===== src/rtl/attr_pkg.sv =====
package attr_pkg;
  // Port select encoding on the CPU bus
  typedef enum logic [1:0] {
    SEL_SHARED = 2'd0,
    SEL_RDATA  = 2'd1,
    SEL_FFCLR  = 2'd2,
    SEL_SPARE  = 2'd3
  } port_sel_e;

  localparam int IDX_W   = 5;            // register select bits of an index byte
  localparam int VID_BIT = 5;            // display enable position in the index byte
  localparam int IXQ_W   = IDX_W + 1;    // stored index plus enable

  // Non-palette register numbers; downstream logic decodes these positions
  localparam int IX_MODE  = 16;
  localparam int IX_OVSC  = 17;
  localparam int IX_PLANE = 18;
  localparam int IX_PAN   = 19;
  localparam int IX_CSEL  = 20;
endpackage


===== src/rtl/attr_rst_sync.sv =====
module attr_rst_sync (
  input  logic clk,
  input  logic arst_n,
  output logic srst_n
);
  logic s0_q, s1_q;

  always_ff @(posedge clk or negedge arst_n) begin
    if (!arst_n) begin
      s0_q <= 1'b0;
      s1_q <= 1'b0;
    end else begin
      s0_q <= 1'b1;
      s1_q <= s0_q;
    end
  end

  assign srst_n = s1_q;
endmodule


===== src/rtl/attr_phase_ctl.sv =====
module attr_phase_ctl
  import attr_pkg::*;
#(
  parameter int DW = 8
) (
  input  logic             clk,
  input  logic             rst_n,
  input  logic             wr_shared,
  input  logic             clr_ff,
  input  logic [DW-1:0]    wdata,
  output logic             data_phase,
  output logic             data_we,
  output logic [IDX_W-1:0] idx,
  output logic             vid_en
);
  logic             ph_q, ph_d;
  logic [IXQ_W-1:0] idx_q, idx_d;
  logic             idx_en;

  // next state: an index-state write loads the index; every write flips the
  // state; a clear-port read forces the index state after this cycle
  always_comb begin
    idx_en = wr_shared && !ph_q;
    idx_d  = idx_q;
    if (idx_en) idx_d = wdata[IXQ_W-1:0];
    ph_d = ph_q;
    if (clr_ff)         ph_d = 1'b0;
    else if (wr_shared) ph_d = !ph_q;
  end

  always_ff @(posedge clk or negedge rst_n) begin
    if (!rst_n) begin
      ph_q  <= 1'b0;
      idx_q <= '0;
    end else begin
      ph_q <= ph_d;
      if (idx_en) idx_q <= idx_d;
    end
  end

  assign data_phase = ph_q;
  assign data_we    = wr_shared && ph_q;
  assign idx        = idx_q[IDX_W-1:0];
  assign vid_en     = idx_q[VID_BIT];


  ff_clear_chk: assert property (@(posedge clk) disable iff (!rst_n)
    clr_ff |=> !data_phase);


  ff_toggle_chk: assert property (@(posedge clk) disable iff (!rst_n)
    (wr_shared && !clr_ff) |=> (data_phase != $past(data_phase)));


  idx_load_chk: assert property (@(posedge clk) disable iff (!rst_n)
    (wr_shared && !data_phase) |=> (idx == $past(wdata[IDX_W-1:0])));


  vid_hold_chk: assert property (@(posedge clk) disable iff (!rst_n)
    !(wr_shared && !data_phase) |=> $stable(vid_en));
endmodule


===== src/rtl/attr_reg_bank.sv =====
module attr_reg_bank
  import attr_pkg::*;
#(
  parameter int DW       = 8,
  parameter int NUM_REGS = 21
) (
  input  logic                   clk,
  input  logic                   rst_n,
  input  logic                   we,
  input  logic [IDX_W-1:0]       widx,
  input  logic [DW-1:0]          wdata,
  input  logic [IDX_W-1:0]       ridx,
  output logic [DW-1:0]          rdata,
  output logic [NUM_REGS*DW-1:0] regs_flat
);
  localparam logic [IDX_W-1:0] LAST_IX = IDX_W'(NUM_REGS - 1);

  logic [NUM_REGS-1:0] we_vec;

  always_comb begin
    for (int r = 0; r < NUM_REGS; r++)
      we_vec[r] = we && (widx == IDX_W'(r));
  end

  for (genvar g = 0; g < NUM_REGS; g++) begin : g_reg
    logic [DW-1:0] q;
    always_ff @(posedge clk or negedge rst_n) begin
      if (!rst_n)        q <= '0;
      else if (we_vec[g]) q <= wdata;
    end
    assign regs_flat[g*DW +: DW] = q;
  end

  // unimplemented indices fall through to zero
  always_comb begin
    rdata = '0;
    for (int r = 0; r < NUM_REGS; r++)
      if (ridx == IDX_W'(r)) rdata = regs_flat[r*DW +: DW];
  end


  unimpl_ignore_chk: assert property (@(posedge clk) disable iff (!rst_n)
    (we && (widx > LAST_IX)) |=> $stable(regs_flat));


  unimpl_read_chk: assert property (@(posedge clk) disable iff (!rst_n)
    (ridx > LAST_IX) |-> (rdata == '0));
endmodule


===== src/rtl/attr_page_fmt.sv =====
module attr_page_fmt #(
  parameter int DW = 8
) (
  input  logic [DW-1:0] mode_ctl,
  input  logic [DW-1:0] color_sel,
  output logic [3:0]    color_page
);
  // paging bit set: page taken whole; clear: page counts in steps of four
  always_comb begin
    if (mode_ctl[7]) color_page = color_sel[3:0];
    else             color_page = {color_sel[1:0], 2'b00};
  end


  always_comb begin
    if (!mode_ctl[7]) begin
      page_step_chk: assert (color_page[3:2] == color_sel[1:0] && color_page[1:0] == 2'b00);
    end
  end
endmodule


===== src/rtl/attr_regport.sv =====
module attr_regport
  import attr_pkg::*;
#(
  parameter int DW       = 8,
  parameter int NUM_PAL  = 16,
  parameter int NUM_REGS = 21
) (
  input  logic                  clk,
  input  logic                  rst_n,
  input  logic [1:0]            bus_sel,
  input  logic                  bus_wr,
  input  logic                  bus_rd,
  input  logic [DW-1:0]         bus_wdata,
  output logic [DW-1:0]         bus_rdata,
  output logic [NUM_PAL*DW-1:0] pal_flat,
  output logic [DW-1:0]         mode_ctl,
  output logic [DW-1:0]         overscan,
  output logic [DW-1:0]         plane_en,
  output logic [DW-1:0]         pix_pan,
  output logic [DW-1:0]         color_sel,
  output logic [3:0]            color_page,
  output logic                  video_en
);
  localparam int PAD_W = DW - IXQ_W;

  port_sel_e             sel_e;
  logic                  srst_n;
  logic                  wr_shared, clr_ff;
  logic                  data_phase, data_we;
  logic [IDX_W-1:0]      idx;
  logic                  vid;
  logic [DW-1:0]         bank_rdata;
  logic [NUM_REGS*DW-1:0] regs_flat;

  assign sel_e = port_sel_e'(bus_sel);

  attr_rst_sync i_rst_sync (
    .clk    (clk),
    .arst_n (rst_n),
    .srst_n (srst_n)
  );

  // strobe decode
  assign wr_shared = bus_wr && (sel_e == SEL_SHARED);
  assign clr_ff    = bus_rd && (sel_e == SEL_FFCLR);

  attr_phase_ctl #(.DW(DW)) i_phase (
    .clk        (clk),
    .rst_n      (srst_n),
    .wr_shared  (wr_shared),
    .clr_ff     (clr_ff),
    .wdata      (bus_wdata),
    .data_phase (data_phase),
    .data_we    (data_we),
    .idx        (idx),
    .vid_en     (vid)
  );

  attr_reg_bank #(.DW(DW), .NUM_REGS(NUM_REGS)) i_bank (
    .clk       (clk),
    .rst_n     (srst_n),
    .we        (data_we),
    .widx      (idx),
    .wdata     (bus_wdata),
    .ridx      (idx),
    .rdata     (bank_rdata),
    .regs_flat (regs_flat)
  );

  // read mux, zero outside a read strobe
  always_comb begin
    bus_rdata = '0;
    if (bus_rd) begin
      case (sel_e)
        SEL_SHARED: bus_rdata = {{PAD_W{1'b0}}, vid, idx};
        SEL_RDATA:  bus_rdata = bank_rdata;
        default:    bus_rdata = '0;
      endcase
    end
  end

  assign pal_flat  = regs_flat[NUM_PAL*DW-1:0];
  assign mode_ctl  = regs_flat[IX_MODE*DW  +: DW];
  assign overscan  = regs_flat[IX_OVSC*DW  +: DW];
  assign plane_en  = regs_flat[IX_PLANE*DW +: DW];
  assign pix_pan   = regs_flat[IX_PAN*DW   +: DW];
  assign color_sel = regs_flat[IX_CSEL*DW  +: DW];
  assign video_en  = vid;

  attr_page_fmt #(.DW(DW)) i_page (
    .mode_ctl   (mode_ctl),
    .color_sel  (color_sel),
    .color_page (color_page)
  );


  rd_keeps_phase_chk: assert property (@(posedge clk) disable iff (!srst_n)
    (bus_rd && sel_e == SEL_RDATA && !bus_wr) |=> $stable(data_phase));


  spare_wr_chk: assert property (@(posedge clk) disable iff (!srst_n)
    (bus_wr && sel_e != SEL_SHARED && !bus_rd) |=>
      ($stable(regs_flat) && $stable(idx) && $stable(vid) && $stable(data_phase)));


  always_comb begin
    if (!bus_rd) begin
      rdata_idle_chk: assert (bus_rdata == '0);
    end
  end
endmodule


===== config.mk =====
export PLATFORM = sky130hd
export DESIGN_NAME = attr_regport
export DESIGN_NICKNAME = d
export VERILOG_FILES = /design/src/rtl/attr_pkg.sv /design/src/rtl/attr_rst_sync.sv /design/src/rtl/attr_phase_ctl.sv /design/src/rtl/attr_reg_bank.sv /design/src/rtl/attr_page_fmt.sv /design/src/rtl/attr_regport.sv
export SDC_FILE = /design/constraint.sdc
export NUM_CORES = 1
export LEC_CHECK = 0
export CAP_MARGIN = 20
export CORE_MARGIN = 2
export CORE_UTILIZATION = 58
export DETAILED_ROUTE_END_ITERATION = 7
export DONT_BUFFER_PORTS = 1
export PLACE_DENSITY = 0.74
export SLEW_MARGIN = 25
export SYNTH_ARGS = -nofsm -noshare
export SYNTH_HDL_FRONTEND = slang
export SYNTH_HIERARCHICAL = 1
export SYNTH_SLANG_ARGS = --single-unit
export TNS_END_PERCENT = 50

===== constraint.sdc =====
create_clock -name clk -period 5.5 [get_ports clk]
set_clock_uncertainty 0.05 [all_clocks]
set_input_delay 0.825 -clock clk [delete_from_list [all_inputs] [get_ports clk]]
set_output_delay 0.825 -clock clk [all_outputs]
set_load 0.02 [all_outputs]

==> impl_metrics.tcl <==
set metrics [dict create \
    syn_area_sq_um 8930 \
    outcome "completed" \
    via_per_inst 7.10 \
    crit_type "reg -> out" \
    finalSetupViolations 0 \
    drv_cap 0 \
    synth_edf_count 0 \
    htree_levels 4 \
    syn_inst 726 \
    cp_slowest_cell "dfrtp_2" \
    synth-async-reset-ratio 1.00 \
    synthFlopType "dfrtp_1" \
    max-slew-margin-rel 0.268 \
    worstSetupEndpointType "output pin" \
    io_buffers 0 \
    layout.nets 712 \
    fin_hold_ws_ns 0.0253 \
    dp_hpwl_um 19200 \
    syn_avg_cell_area_sq_um 12.3 \
    crit_buf_inv 1 \
    cp.required_ns 4.62 \
    area_growth_pct 5.91 \
    slew_viol_final 0 \
    finalHoldViolCount 0 \
    cts_num_sinks 177 \
    synth_top_area_cell "dfrtp_1" \
    mostFrequentLayoutCells "179 x mux2_2, 174 x dfrtp_1, 36 x nand2_1, 31 x a21oi_1, 29 x nor2_1" \
    final.setup.tns_ns 0 \
    synth_top_area_share 0.496 \
    first_pass_iters 5 \
    hold_class "in -> async" \
    clk-insertion-delay-late_ns 0.44 \
    irDropWorstVdd_uv 310 \
    fp-row-count 45 \
    fillCellCount 1178 \
    swShare 0.412 \
    drc_errors 0 \
    ys_warn_count 6 \
    clk_pin_slew_worst_paths_ns 0.07 \
    grt_setup_unrepaired "false" \
    drt_iter0_markers 679 \
    synth_cell_types 69 \
    seq_area_frac_synth 0.496 \
    crit_chain "buf_4, nor2_1, o21ai_0, o21ai_0, o2bb2ai_1, a21oi_1, a21oi_1, mux2i_1, nor2_1" \
    overflow 0 \
    gp_congestion 0.993 \
    holdBufCountCts 0 \
    post_cts_buffers 0 \
    cts_tree "yes" \
    final_layout_size_suffix_gt1_frac 0.357 \
    leakagePower_nw 4.48 \
    grt_pass1_vias 6472 \
    comb_power_share 0.273 \
    synth-seq-cells 177 \
    ios 195 \
    die_area_sq_um 16400 \
    max-clock-path-buffers 2 \
    tightest_slew_ns 1.10 \
    final_common_cell "mux2_2" \
    grt_pass1_wl_um 41400 \
    root_buffer "clkbuf_16" \
    min_period_ns 4.19 \
    initial_core_util 0.590 \
    synth_nets 740 \
    p_per_area_nw_per_um2 466 \
    cp_slowest_stage_delay_ns 0.57 \
    core_sq_um 15100 \
    synth_area_leaders "dfrtp_1 50%, mux2_2 23%, mux2i_1 2.7%" \
    numCtsBuffers 17 \
    die_y_um 128 \
    cts_resized 0 \
    path_delay_family "compound AO/OA/AOI/OAI gates" \
    vias 6383 \
    critPathMaxFanout 30 \
    power_frac_seq 0.472 \
    grt_max_degree 94 \
    clkPwrFrac 0.255 \
    antenna_found_initial 0 \
    wl_per_cell_um 30.7 \
    die_w_um 128 \
    wl_um 27600 \
    power_w 0.00440 \
    track_usage 0.343 \
    worstPathArrival_ns 3.31 \
    drtAntennaViolNets 0 \
    period_share 0.761 \
    cp-start-kind "flop" \
    power.switching_w 0.00181 \
    fmax_mhz 239 \
    internal_power_w 0.00259 \
    antenna-diode-count 0 \
]
==> metrics by stage <==
step           utilization  worst slack [ns]  area (sq um)  std cells
2_1_floorplan            -             0.153          8930        726
3_3_place_gp         0.587              1.90          8900        866
3_5_place_dp         0.587              1.82          8900        866
4_1_cts              0.623              1.34          9430        898
5_1_grt              0.625              1.10          9460        899
6_report             0.625              1.31          9460        899
==> synthesized netlist by cell type, types with 3 or more instances <==
| cell | count |
|---|---|
| a21oi_1 | 31 |
| dfrtp_1 | 177 |
| or3_1 | 4 |
| mux2_2 | 179 |
| nor2_2 | 4 |
| nor2_1 | 29 |
| nand2b_1 | 14 |
| o21ai_0 | 25 |
| o2bb2ai_1 | 4 |
| clkbuf_1 | 20 |
| inv_1 | 3 |
| mux4_2 | 6 |
| buf_2 | 20 |
| a211oi_1 | 6 |
| o21ai_1 | 4 |
| and3_1 | 3 |
| and2_2 | 3 |
| nand2_1 | 36 |
| buf_6 | 8 |
| nor2b_1 | 15 |
| a221oi_1 | 9 |
| nand3_1 | 8 |
| nor3_1 | 10 |
| mux2i_1 | 24 |
| buf_4 | 5 |
| mux2_4 | 7 |
| nand3b_1 | 5 |
| o22ai_1 | 9 |
| o31ai_1 | 3 |
==> worst paths after layout <==
path	startpoint	endpoint	slack (ns)	cells past startpoint
worst max-delay path	i_phase/idx_q[1]	bus_rdata[0]	1.31	9
min in group clk	i_rst_sync/s0_q	i_rst_sync/srst_n	0.30	0
worst max register to register	i_phase/idx_q[2]	i_bank/g_reg[7].q[2]	2.41	4
worst min register to register	i_rst_sync/srst_n	i_bank/g_reg[17].q[0]	0.22	0
max in group asynchronous	i_rst_sync/srst_n	i_bank/g_reg[0].q[1]	4.34	1
worst min-delay path	rst_n	i_rst_sync/srst_n	0.03	0
==> logic make-up (layout without fill, tap and decap cells) <==
group / after synthesis / after routing / synth area share
multiplexers: 216 / 216 / 0.279
flip-flops: 177 / 177 / 0.496
XOR/XNOR: 1 / 1 / 0.000981
AO/OA/AOI/OAI: 122 / 122 / 0.0906
AND/OR/NAND/NOR: 151 / 151 / 0.0930
other: 1 / 1 / 0.000420
buffers and inverters: 58 / 43 / 0.0396
==> power by group through the flow <==
stage | clock network, W | logic [W] | registers (W)
2_1_floorplan | 0 | 0.00102 | 0.00193
3_3_place_gp | 0 | 0.00113 | 0.00209
3_5_place_dp | 0 | 0.00115 | 0.00210
4_1_cts | 0.00113 | 0.00116 | 0.00208
5_1_grt | 0.00118 | 0.00128 | 0.00211
6_report | 0.00112 | 0.00120 | 0.00208
==> layer usage <==
metal	wire (um)	vias to the layer above	global-route usage
li1	-	2635	-
met1	11100	3288	0.453
met2	12800	391	0.524
met3	2760	69	0.115
met4	920	0	0.143
met5	0	-	0
==> cell type report <==
class,count,area [sq um],share of cell area
sequential,177,4440,0.469
clock inverter,15,111,0.0118
inverter,3,11.3,0.00119
tap,188,235,0.0249
multi-input combinational,491,4150,0.439
timing repair buffer,8,92.6,0.00979
clock buffer,17,425,0.0450
==> worst register-to-register path: stages, from the launching register on <==
cell,delay [ns]
dfrtp_1,0.85
buf_4,0.42
nor2b_1,0.36
nor2b_1,0.85
mux2_2,0.44
==> flip-flops by register name, indices dropped and copies added (netlist names) <==
signal	cells
i_bank/g.q	168
i_phase/idx_q	6
i_phase/data_phase	1
i_rst_sync/s0_q	1
i_rst_sync/srst_n	1
Power figures use the tool's default switching activity.
